==> config.mk <==
export PLATFORM = sky130hd
export DESIGN_NAME = strap_smb_slave
export DESIGN_NICKNAME = d
export VERILOG_FILES = /design/src/rtl/strap_smb_slave.sv
export SDC_FILE = /design/constraint.sdc
export NUM_CORES = 1
export LEC_CHECK = 0
export ABC_AREA = 1
export BUFFER_PORTS_ARGS = -buffer_cell sky130_fd_sc_hd__buf_2
export CORE_ASPECT_RATIO = 0.8
export CORE_MARGIN = 3
export CORE_UTILIZATION = 35
export DETAILED_ROUTE_END_ITERATION = 10
export SLEW_MARGIN = 10
export SYNTH_ARGS = -nofsm -noshare
export SYNTH_HDL_FRONTEND = slang
export SYNTH_SLANG_ARGS = --single-unit
==> constraint.sdc <==
create_clock -name clk -period 2.75 [get_ports clk]
set_input_delay 0.275 -clock clk [delete_from_list [all_inputs] [get_ports clk]]
set_output_delay 0.275 -clock clk [all_outputs]
set_load 0.005 [all_outputs]
==> src/rtl/strap_smb_slave.sv <==
module strap_smb_slave #(
  parameter int         PTR_W     = 3,
  parameter logic [6:0] ADDR_DEF  = 7'h2E,
  parameter logic [6:0] ADDR_SEL0 = 7'h2C,
  parameter logic [6:0] ADDR_SEL1 = 7'h2D
) (
  input  logic clk,
  input  logic rst_n,
  input  logic scl_in,
  input  logic sda_in,
  output logic sda_oe_n,
  input  logic strap_en,
  input  logic strap_sel,
  output logic strap_release
);
  localparam int NREG = 1 << PTR_W;

  typedef enum logic [1:0] {ST_IDLE, ST_ADDR, ST_WDATA, ST_RDATA} st_t;

  st_t              state;
  logic [2:0]       scl_s, sda_s;
  logic [3:0]       bitcnt;
  logic [7:0]       shift, tx;
  logic [PTR_W-1:0] ptr;
  logic [6:0]       addr_q;
  logic [7:0]       regs [NREG];
  logic             pull, rw, first, mack, locked;

  wire scl      = scl_s[1];
  wire sda      = sda_s[1];
  wire scl_rise = scl & ~scl_s[2];
  wire scl_fall = ~scl & scl_s[2];
  wire start    = scl & scl_s[2] & sda_s[2] & ~sda;
  wire stop     = scl & scl_s[2] & ~sda_s[2] & sda;
  wire [6:0] strap_addr = strap_en ? ADDR_DEF : (strap_sel ? ADDR_SEL1 : ADDR_SEL0);

  assign sda_oe_n      = ~pull;
  assign strap_release = locked;

  always_ff @(posedge clk or negedge rst_n) begin
    if (!rst_n) begin
      state  <= ST_IDLE;
      scl_s  <= 3'b111;
      sda_s  <= 3'b111;
      bitcnt <= '0;
      shift  <= '0;
      tx     <= '0;
      ptr    <= '0;
      addr_q <= '0;
      pull   <= 1'b0;
      rw     <= 1'b0;
      first  <= 1'b0;
      mack   <= 1'b0;
      locked <= 1'b0;
      for (int i = 0; i < NREG; i++) regs[i] <= '0;
    end else begin
      scl_s <= {scl_s[1:0], scl_in};
      sda_s <= {sda_s[1:0], sda_in};
      if (start) begin
        state  <= ST_ADDR;
        bitcnt <= '0;
        pull   <= 1'b0;
        if (!locked) begin
          locked <= 1'b1;
          addr_q <= strap_addr;
        end
      end else if (stop) begin
        state <= ST_IDLE;
        pull  <= 1'b0;
      end else if (state != ST_IDLE) begin
        if (scl_rise) begin
          if (bitcnt < 4'd8) begin
            shift  <= {shift[6:0], sda};
            bitcnt <= bitcnt + 4'd1;
          end else if (bitcnt == 4'd8) begin
            mack   <= ~sda;
            bitcnt <= 4'd9;
          end
        end else if (scl_fall) begin
          if (bitcnt == 4'd8) begin
            case (state)
              ST_ADDR:
                if (shift[7:1] == addr_q) begin
                  pull <= 1'b1;
                  rw   <= shift[0];
                end else begin
                  state <= ST_IDLE;
                end
              ST_WDATA: begin
                pull <= 1'b1;
                if (first) begin
                  ptr   <= shift[PTR_W-1:0];
                  first <= 1'b0;
                end else begin
                  regs[ptr] <= shift;
                  ptr       <= ptr + 1'b1;
                end
              end
              ST_RDATA: pull <= 1'b0;
              default: ;
            endcase
          end else if (bitcnt == 4'd9) begin
            bitcnt <= '0;
            case (state)
              ST_ADDR:
                if (rw) begin
                  state <= ST_RDATA;
                  tx    <= regs[ptr];
                  pull  <= ~regs[ptr][7];
                  ptr   <= ptr + 1'b1;
                end else begin
                  state <= ST_WDATA;
                  first <= 1'b1;
                  pull  <= 1'b0;
                end
              ST_WDATA: pull <= 1'b0;
              ST_RDATA:
                if (mack) begin
                  tx   <= regs[ptr];
                  pull <= ~regs[ptr][7];
                  ptr  <= ptr + 1'b1;
                end else begin
                  state <= ST_IDLE;
                  pull  <= 1'b0;
                end
              default: ;
            endcase
          end else if (state == ST_RDATA && bitcnt != 4'd0) begin
            tx   <= {tx[6:0], 1'b0};
            pull <= ~tx[6];
          end
        end
      end
    end
  end
endmodule

==> flow_metrics.py, run 1 <==
metrics = {
    "sta": {
        "hold_viol_final": 1,
        "worst_pin_slew_ps": 811.8,
        "post-route-period-util_pct": 91.34,
        "hold_ws_ps": -1.204,
        "rsz0062_at_grt": "false",
        "fin_tns_setup_ps": 0,
        "setup_ws_ps": 238.2,
        "final_max_slew_viol_count": 0,
        "setup_viol": 0,
        "skew_ps": 10.89,
        "relSlewSlack_pct": 45.88,
        "period_minus_slack_ps": 2512,
        "clock.fmax_ghz": 0.3981,
    },
    "drt": {
        "drc_errors": 0,
        "ant_nets": 0,
        "dr_total_vias": 4010,
        "first_iter_violations": 443,
        "wl_um": 12090,
        "dr.pass1.iters": 6,
        "detail_route.wl_per_cell_um": 15.32,
        "vias_per_cell": 5.082,
    },
    "logic_synthesis": {
        "synth.distinct_cells": 27,
        "yosysSeqAreaShare_pct": 53.50,
        "synth_warnings": 0,
        "synth_area_mm2": 0.004785,
        "async_flop_share_pct": 100.0,
        "yosysTopAreaCell": "dfrtp_1",
        "synth_area_leaders": "dfrtp_1 (50%), nand2_1 (16%), o21ai_0 (9.5%)",
        "synth-main-ff-cell": "dfrtp_1",
        "syn_nets": 608,
        "synth_cells": 591,
        "synth_top_area_share_pct": 50.21,
        "synth_edf_count": 0,
        "ys_ff_latch": 102,
        "synth_common_cells": "nand2_1 (210), dfrtp_1 (96), o21ai_0 (91)",
        "syn_avg_cell_area_um2": 8.096,
        "synth_most_common_cell": "nand2_1",
    },
    "cells_and_area": {
        "seqCellArea_mm2": 0.002560,
        "area_growth_pct": 12.06,
        "multi_input_area_mm2": 0.001966,
        "layout-drive-gt1-share_pct": 7.003,
        "diodes": 0,
        "num-fill-cells": 1303,
        "num-nets-final": 626,
    },
    "clock_tree": {
        "numCtsBuffers": 9,
        "path_clk_slew_ps": 70,
        "clkLatencyLatePin_ps": 350,
        "clock_sinks": 102,
        "clock_path_buffers": 2,
        "cts_hold_buf": 0,
        "cts_tree": "yes",
        "post_cts_buffers": 0,
        "post_cts_resized": 0,
        "clock-root-buffer": "clkbuf_16",
        "htree_levels": 3,
    },
    "place": {
        "port_buffers": 7,
        "globalplace.congestion": 0.8679,
        "dpl.hpwl_um": 8524,
        "pre_cts_slack_ps": 292.9,
    },
    "setup_path": {
        "regToRegSetupSlack_ps": 240,
        "crit_arrival_ps": 2720,
        "cp_max_fo": 16,
        "cp-end-kind": "register",
        "required_ps": 2960,
        "cp_common_cell": "nand2_1",
        "crit_path_max_incr_delay_ps": 550,
        "crit_chain": "inv_1 -> ha_1 -> nor2_1 -> nand2_1 -> nor4_4 -> nand2_1 -> nand2_1 -> o21ai_0",
        "cp_slowest_cell": "dfstp_2",
        "critical_path_class": "register to register",
        "setup.worst_path.start_class": "register",
    },
    "die": {
        "die-area_mm2": 0.01512,
        "core_mm2": 0.01310,
        "rows": 37,
        "start_util_pct": 36.52,
        "io_pins": 8,
        "die_h_um": 110.6,
        "die_w_um": 136.7,
    },
    "run_status": {
        "status": "finished, violations left",
        "violations": "negative hold slack",
    },
    "global_routing": {
        "grtUsageTotal_pct": 17.05,
        "grt_max_degree": 66,
        "grt_pass1_vias": 3780,
        "antenna_found_initial": 0,
        "grt_first_pass_wirelength_um": 20220,
        "overflow": 0,
    },
    "pwr": {
        "ir_drop_uv": 492.7,
        "p_leak_uw": 0.002520,
        "power_density_mw_per_mm2": 612.6,
    },
    "min_path": {
        "hp-class": "input pin to async pin",
    },
    "job": {
        "max-cap-violations": 0,
    },
}
[final timing paths]
path                            cells after the start        to     start
worst max-delay path                                8  regs[37]  scl_s[2]
worst min register to register                      0  scl_s[1]  scl_s[0]
worst max register to register                      8  regs[37]  scl_s[2]
max in group asynchronous                           2  regs[55]     rst_n
min in group clk                                    1  sda_s[0]    sda_in
worst min-delay path                                1   regs[4]     rst_n
[sequential cells by signal, indices dropped and copies added (netlist names)]
register	flops
addr_q	3
bitcnt	4
first	1
mack	1
ptr	3
pull	1
regs	64
rw	1
scl_s	3
sda_s	3
shift	8
state	2
strap_release	1
tx	7
[worst max-delay path: cells and delay by family (launching register included)]
family / cells / cell delay [ps]
flops: 1 / 550
fa+ha+maj: 1 / 250
buf+inv: 1 / 40
simple gates: 5 / 1440
compound gates: 1 / 100
[per-layer routing]
layer / global-route usage, % / vias up / share of wire [%]
li1: - / 1950 / -
met1: 26.45 / 1909 / 49
met2: 23.67 / 138 / 42
met3: 3.734 / 13 / 7.0
met4: 4.970 / 0 / 1.6
met5: 0 / - / 0
[report_power, final]
| group | switching, µW | internal, µW |
|---|---|---|
| Clock | 577 | 649 |
| Sequential | 59.9 | 1580 |
| Combinational | 333 | 88.4 |
[area by class of cell]
class | instances | area share (%)
Multi-Input combinational cell | 423 | 36.66
Clock buffer | 11 | 4.527
Sequential cell | 102 | 47.75
Tap cell | 175 | 4.084
Timing Repair Buffer | 19 | 2.427
Clock inverter | 5 | 0.7701
Inverter | 54 | 3.781
[stage by stage]
stage	power (µW)	hold WS (ps)	instances	cell area [µm²]	utilization [%]
after CTS	3322	8.092	788	5351	40.85
final	3284	-1.204	789	5361	40.92
after global placement	2071	347.7	772	5067	38.68
after global routing	3449	6.488	789	5361	40.92
after detailed placement	2084	347.2	772	5067	38.68
after floorplan	1879	-20.59	591	4785	-
[cells by family (layout without fill, tap and decap cells)]
kind of cell             count (synthesis)  count (layout)  synth area share (%)
AND/OR/NAND/NOR                        295             295                 25.24
AO/OA/AOI/OAI                          115             115                 12.60
flip-flops                             102             102                 53.50
buffers and inverters                   66              89                 5.413
adder cells (fa/ha/maj)                 11              11                 2.877
XOR/XNOR                                 2               2                0.3662
[cell usage in the layout (no fill, tap or decap), types with 2 or more instances in the layout]
cell,instances
a21oi_1,12
a22oi_1,2
buf_2,6
buf_4,12
clkbuf_16,9
clkinv_1,2
clkinvlp_4,2
dfrtp_1,96
dfstp_2,6
ha_1,11
inv_1,52
inv_6,3
nand2_1,210
nand3_1,24
nand4_1,9
nor2_1,36
nor3_1,10
o211ai_1,5
o21ai_0,91
o22ai_1,2
or2_2,2
(Power assumes the default switching activity.)
==> run 2: changes to the inputs <==
ABC_AREA = default   (was 1)
==> run 2 against run 1 <==
  * Largest cell class unchanged
  * Critical path depth did not move
  * Clock power rose by 5%
  * Hold slack got worse by 55 ps
  * Critical endpoint is now regs[54]
  * Critical path type unchanged
  * Wire length fell by 7.7%
  * Via count fell by 18%
  * Sequential share of layout area fell by 2.9 points
  * Synthesized area rose by 9.2%
  * Power rose by 6.1%
  * Combinational power fell by 8.6%
  * The run still ends with negative hold slack left
  * Clock-buffer cell count rose by 1
==> flow_metrics.py, run 2 <==
metrics = {
    "sta": {
        "hold_ws_ps": -56.68,
        "clock.fmax_ghz": 0.4052,
        "final_max_slew_viol_count": 0,
        "fin_tns_setup_ps": 0,
        "setup_ws_ps": 282.0,
        "post-route-period-util_pct": 89.75,
        "relSlewSlack_pct": 36.67,
        "worst_pin_slew_ps": 945.8,
        "rsz0062_at_grt": "false",
        "period_minus_slack_ps": 2468,
        "hold_viol_final": 23,
        "skew_ps": 8.107,
        "setup_viol": 0,
    },
    "clock_tree": {
        "numCtsBuffers": 9,
        "clock_sinks": 102,
        "cts_hold_buf": 0,
        "clock-root-buffer": "clkbuf_16",
        "post_cts_buffers": 0,
        "cts_tree": "yes",
        "path_clk_slew_ps": 60,
        "post_cts_resized": 0,
        "clock_path_buffers": 2,
        "clkLatencyLatePin_ps": 340,
        "htree_levels": 3,
    },
    "global_routing": {
        "grt_pass1_vias": 3308,
        "antenna_found_initial": 0,
        "overflow": 0,
        "grt_max_degree": 103,
        "grtUsageTotal_pct": 14.80,
        "grt_first_pass_wirelength_um": 18800,
    },
    "die": {
        "start_util_pct": 36.18,
        "core_mm2": 0.01444,
        "die_w_um": 142.6,
        "io_pins": 8,
        "rows": 39,
        "die_h_um": 115.3,
        "die-area_mm2": 0.01644,
    },
    "setup_path": {
        "r2r-start": "scl_s[2]",
        "setup.worst_path.start_class": "register",
        "cp-startpoint": "scl_s[2]",
        "critical_path_class": "register to register",
        "cp-end-kind": "register",
        "required_ps": 2970,
        "crit_arrival_ps": 2690,
        "cp_max_fo": 8,
    },
    "logic_synthesis": {
        "synth.distinct_cells": 62,
        "syn_avg_cell_area_um2": 12.53,
        "yosysSeqAreaShare_pct": 48.98,
        "async_flop_share_pct": 100.0,
        "syn_nets": 434,
        "synth_edf_count": 0,
        "synth_most_common_cell": "dfrtp_1",
        "ys_ff_latch": 102,
        "synth_top_area_share_pct": 45.97,
        "synth_warnings": 0,
        "synth_area_mm2": 0.005226,
        "yosysTopAreaCell": "dfrtp_1",
        "synth_area_leaders": "dfrtp_1 (46%), mux2_2 (18%), mux2i_1 (3.1%)",
        "synth_cells": 417,
        "synth_common_cells": "dfrtp_1 (96), mux2_2 (82), nand2_1 (22)",
        "synth-main-ff-cell": "dfrtp_1",
    },
    "drt": {
        "ant_nets": 0,
        "wl_um": 11160,
        "first_iter_violations": 187,
        "vias_per_cell": 5.396,
        "drc_errors": 0,
        "dr.pass1.iters": 4,
        "detail_route.wl_per_cell_um": 18.33,
        "dr_total_vias": 3286,
    },
    "place": {
        "port_buffers": 7,
        "dpl.hpwl_um": 7781,
        "pre_cts_slack_ps": 296.6,
        "globalplace.congestion": 0.9020,
    },
    "pwr": {
        "power_density_mw_per_mm2": 611.0,
        "pwr-share-seq_pct": 51.9,
        "total_power_uw": 3484,
        "clkPwrFrac_pct": 37.1,
        "power.switching_uw": 989.9,
        "p_leak_uw": 0.002600,
        "p_int_uw": 2494,
        "ir_drop_uv": 453.7,
        "pwr-share-comb_pct": 11.0,
        "p_sw_share_pct": 28.41,
    },
    "cells_and_area": {
        "layout-drive-gt1-share_pct": 32.47,
        "reg.largest.list": "regs: 64 flops, shift: 8 flops, tx: 7 flops",
        "area_growth_pct": 9.097,
        "max_flop_register": "regs",
        "largest_register_ffs": 64,
        "final_common_cell": "dfrtp_1",
        "final_cell_mix": "dfrtp_1 (96), mux2_2 (82), nand2_1 (22)",
        "diodes": 0,
        "num-nets-final": 437,
        "num-fill-cells": 1387,
    },
    "min_path": {
        "hp-class": "input pin to async pin",
    },
    "job": {
        "max-cap-violations": 0,
    },
    "run_status": {
        "status": "finished, violations left",
        "violations": "negative hold slack",
    },
}
-- run 2: changes by cell type after synthesis, moves of 8 or more --
cell     previous run  this run
buf_2               9         1
inv_1              52        10
mux2_2              0        82
mux2i_1             0        16
nand2_1           210        22
nand3_1            24         4
nor2_1             36        15
nor3_1             10         1
o21ai_0            91        15
-- run 2: kinds of logic (layout without fill, tap and decap cells) --
logic type,Yosys count,after routing,synth area share (%)
buf+inv,37,45,4.644
compound gates,75,75,9.768
fa+ha+maj,11,11,2.633
xor+xnor,3,3,0.5028
flops,102,102,48.98
mux,101,101,22.03
simple gates,88,88,11.44
-- run 2: cell type report --
type	instances	area [µm²]	share of cell area [%]
inverters	11	41.29	0.7242
clock buffers	12	246.5	4.323
repair buffers	18	145.1	2.546
flip-flops and latches	102	2560	44.90
multi-input cells	278	2424	42.51
well taps	184	230.2	4.038
clock inverters	4	55.05	0.9655
-- run 2: power by group through the flow --
stage	Clock [µW]	Sequential [µW]	Combinational [µW]
2_1_floorplan	0	1670	406
3_3_place_gp	0	1830	382
3_5_place_dp	0	1840	387
4_1_cts	1320	1810	389
5_1_grt	1390	1830	429
6_report	1290	1810	385
-- run 2: final timing paths --
kind | end | slack [ps] | depth (start not counted)
worst max register to register | regs[54] | 280 | 8
worst min register to register | scl_s[1] | 360 | 0
min in group clk | scl_s[0] | 20 | 1
worst max-delay path | regs[54] | 280 | 8
max in group asynchronous | regs[31] | 2330 | 2
worst min-delay path | pull | -60 | 2
-- run 2: metal layers --
layer  GRT usage [%]  wire length (µm)  share of wire (%)
met5               0                 0                  0
met1           23.01              5744                 51
met3           2.994               373                3.3
met2           21.43              4954                 44
met4           2.850                89               0.80
-- run 2: metrics by stage --
stage	hold slack, ps	cells	utilization (%)	area [µm²]
2_1_floorplan	-20.59	417	-	5226
3_3_place_gp	346.0	593	37.39	5400
3_5_place_dp	346.9	593	37.39	5400
4_1_cts	14.50	609	39.48	5702
5_1_grt	13.44	609	39.48	5702
6_report	-56.68	609	39.48	5702
-- run 2: worst max-delay path, stage by stage, from the launching register on --
cell and delay, ps:
dfstp_2 550, inv_1 40, ha_1 180, or3b_4 420, a21oi_4 120, nor3b_2 250, buf_12 190, nand4_4 230
mux2_2 360
==> run 3: changes to the inputs <==
HOLD_SLACK_MARGIN = 0.1   (was default)
==> run 3 against run 2 <==
  * The run now ends clean
  * Flip-flop and latch count unchanged
  * Global-route usage about the same
  * Clock skew down 0.56 ps
  * Sequential share of layout area down 0.24 points
  * Hold slack better by 240 ps
  * First-iteration DRC count up 2.7%
  * Die area unchanged
  * Utilization up 0.21 points
  * Maximum frequency about the same
==> flow_metrics.py, run 3 (synthesis gave the netlist of run 2 again) <==
metrics = {
    "run_status": {
        "status": "finished, final reports clean",
    },
    "die": {
        "die-area_mm2": 0.01644,
        "die_w_um": 142.6,
        "die_h_um": 115.3,
        "core_mm2": 0.01444,
        "start_util_pct": 36.18,
        "io_pins": 8,
        "rows": 39,
    },
    "place": {
        "pre_cts_slack_ps": 296.6,
        "dpl.hpwl_um": 7781,
        "globalplace.congestion": 0.9020,
        "port_buffers": 7,
    },
    "cells_and_area": {
        "multi_input_area_mm2": 0.002424,
        "num-nets-final": 440,
        "diodes": 0,
        "reg.largest.list": "regs: 64 flops, shift: 8 flops, tx: 7 flops",
        "max_flop_register": "regs",
        "final_cell_mix": "dfrtp_1 (96), mux2_2 (82), nand2_1 (22)",
        "largest_register_ffs": 64,
        "num-fill-cells": 1385,
        "seqCellArea_mm2": 0.002560,
        "area_growth_pct": 9.672,
        "final_common_cell": "dfrtp_1",
        "layout-drive-gt1-share_pct": 32.24,
    },
    "sta": {
        "fin_tns_setup_ps": 0,
        "post-route-period-util_pct": 89.80,
        "hold_viol_final": 0,
        "skew_ps": 7.550,
        "rsz0062_at_grt": "false",
        "final_max_slew_viol_count": 0,
        "setup_ws_ps": 280.5,
        "period_minus_slack_ps": 2470,
        "relSlewSlack_pct": 36.65,
        "worst_pin_slew_ps": 946.1,
        "clock.fmax_ghz": 0.4049,
        "hold_ws_ps": 183.8,
        "setup_viol": 0,
    },
    "setup_path": {
        "setup.worst_path.start_class": "register",
        "required_ps": 2970,
        "cp-end-kind": "register",
        "cp_max_fo": 8,
        "crit_arrival_ps": 2690,
        "critical_path_class": "register to register",
    },
    "drt": {
        "first_iter_violations": 192,
        "dr_total_vias": 3268,
        "vias_per_cell": 5.340,
        "dr.pass1.iters": 4,
        "detail_route.wl_per_cell_um": 18.25,
        "ant_nets": 0,
        "drc_errors": 0,
        "wl_um": 11170,
    },
    "global_routing": {
        "grt_pass1_vias": 3321,
        "overflow": 0,
        "grt_max_degree": 103,
        "grtUsageTotal_pct": 14.84,
        "antenna_found_initial": 0,
        "grt_first_pass_wirelength_um": 18860,
    },
    "job": {
        "max-cap-violations": 0,
    },
    "clock_tree": {
        "post_cts_resized": 0,
        "path_clk_slew_ps": 60,
        "clock_sinks": 102,
        "cts_tree": "yes",
        "htree_levels": 3,
        "clock-root-buffer": "clkbuf_16",
        "clkLatencyLatePin_ps": 340,
        "clock_path_buffers": 2,
        "numCtsBuffers": 9,
    },
    "pwr": {
        "p_int_uw": 2497,
        "p_sw_share_pct": 28.36,
        "power_density_mw_per_mm2": 608.0,
        "power.switching_uw": 988.3,
        "p_leak_uw": 0.002613,
        "ir_drop_uv": 451.7,
        "pwr-share-seq_pct": 51.8,
        "clkPwrFrac_pct": 37.0,
        "pwr-share-comb_pct": 11.1,
    },
    "min_path": {
        "hp-class": "input pin to register",
    },
}
[run 3: power groups by stage]
stage	Sequential [µW]	Combinational (µW)	Clock (µW)
4_1_cts	1810	392	1320
3_3_place_gp	1830	382	0
3_5_place_dp	1840	387	0
5_1_grt	1830	433	1390
2_1_floorplan	1670	406	0
6_report	1810	388	1290
[run 3: final cells by class]
class	instances	share of cell area, %
clock buffer	12	4.300
clock inverter	4	0.9605
inverter	11	0.7204
multi-input combinational	278	42.28
sequential	102	44.66
tap	184	4.017
timing repair buffer	21	3.056
[run 3: final timing paths]
path | from | end | slack, ps | depth (start not counted)
max in group asynchronous | rst_n | regs[60] | 1810 | 3
setup reg to reg | scl_s[2] | regs[54] | 280 | 8
min in group asynchronous | rst_n | pull | 510 | 3
hold / removal | strap_sel | addr_q[0] | 180 | 3
hold reg to reg | scl_s[0] | scl_s[1] | 360 | 0
setup / recovery | scl_s[2] | regs[54] | 280 | 8
[run 3: stage by stage]
stage	area, µm²	total power (µW)	instances	utilization [%]
5_1_grt	5732	3656	612	39.68
4_1_cts	5732	3525	612	39.68
2_1_floorplan	5226	2080	417	-
3_3_place_gp	5400	2215	593	37.39
6_report	5732	3485	612	39.68
3_5_place_dp	5400	2225	593	37.39
[run 3: routing by layer]
layer	vias to the layer above	GRT usage (%)	wire length, µm
met2	41	21.50	4920
li1	1547	-	-
met1	1670	23.07	5782
met4	0	2.850	91
met5	-	0	0
met3	10	2.994	371
[run 3: worst max-delay path, cell delays in order, from the launching register on]
cell     delay [ps]
dfstp_2         550
inv_1            40
ha_1            180
or3b_4          420
a21oi_4         120
nor3b_2         240
buf_12          190
nand4_4         240
mux2_2          360
[run 3: repair_timing]
item,in CTS,in global routing
setup buffers,0,0
hold buffers,3,0
endpoints found under the hold margin,98,0
endpoints found under the setup margin,0,0
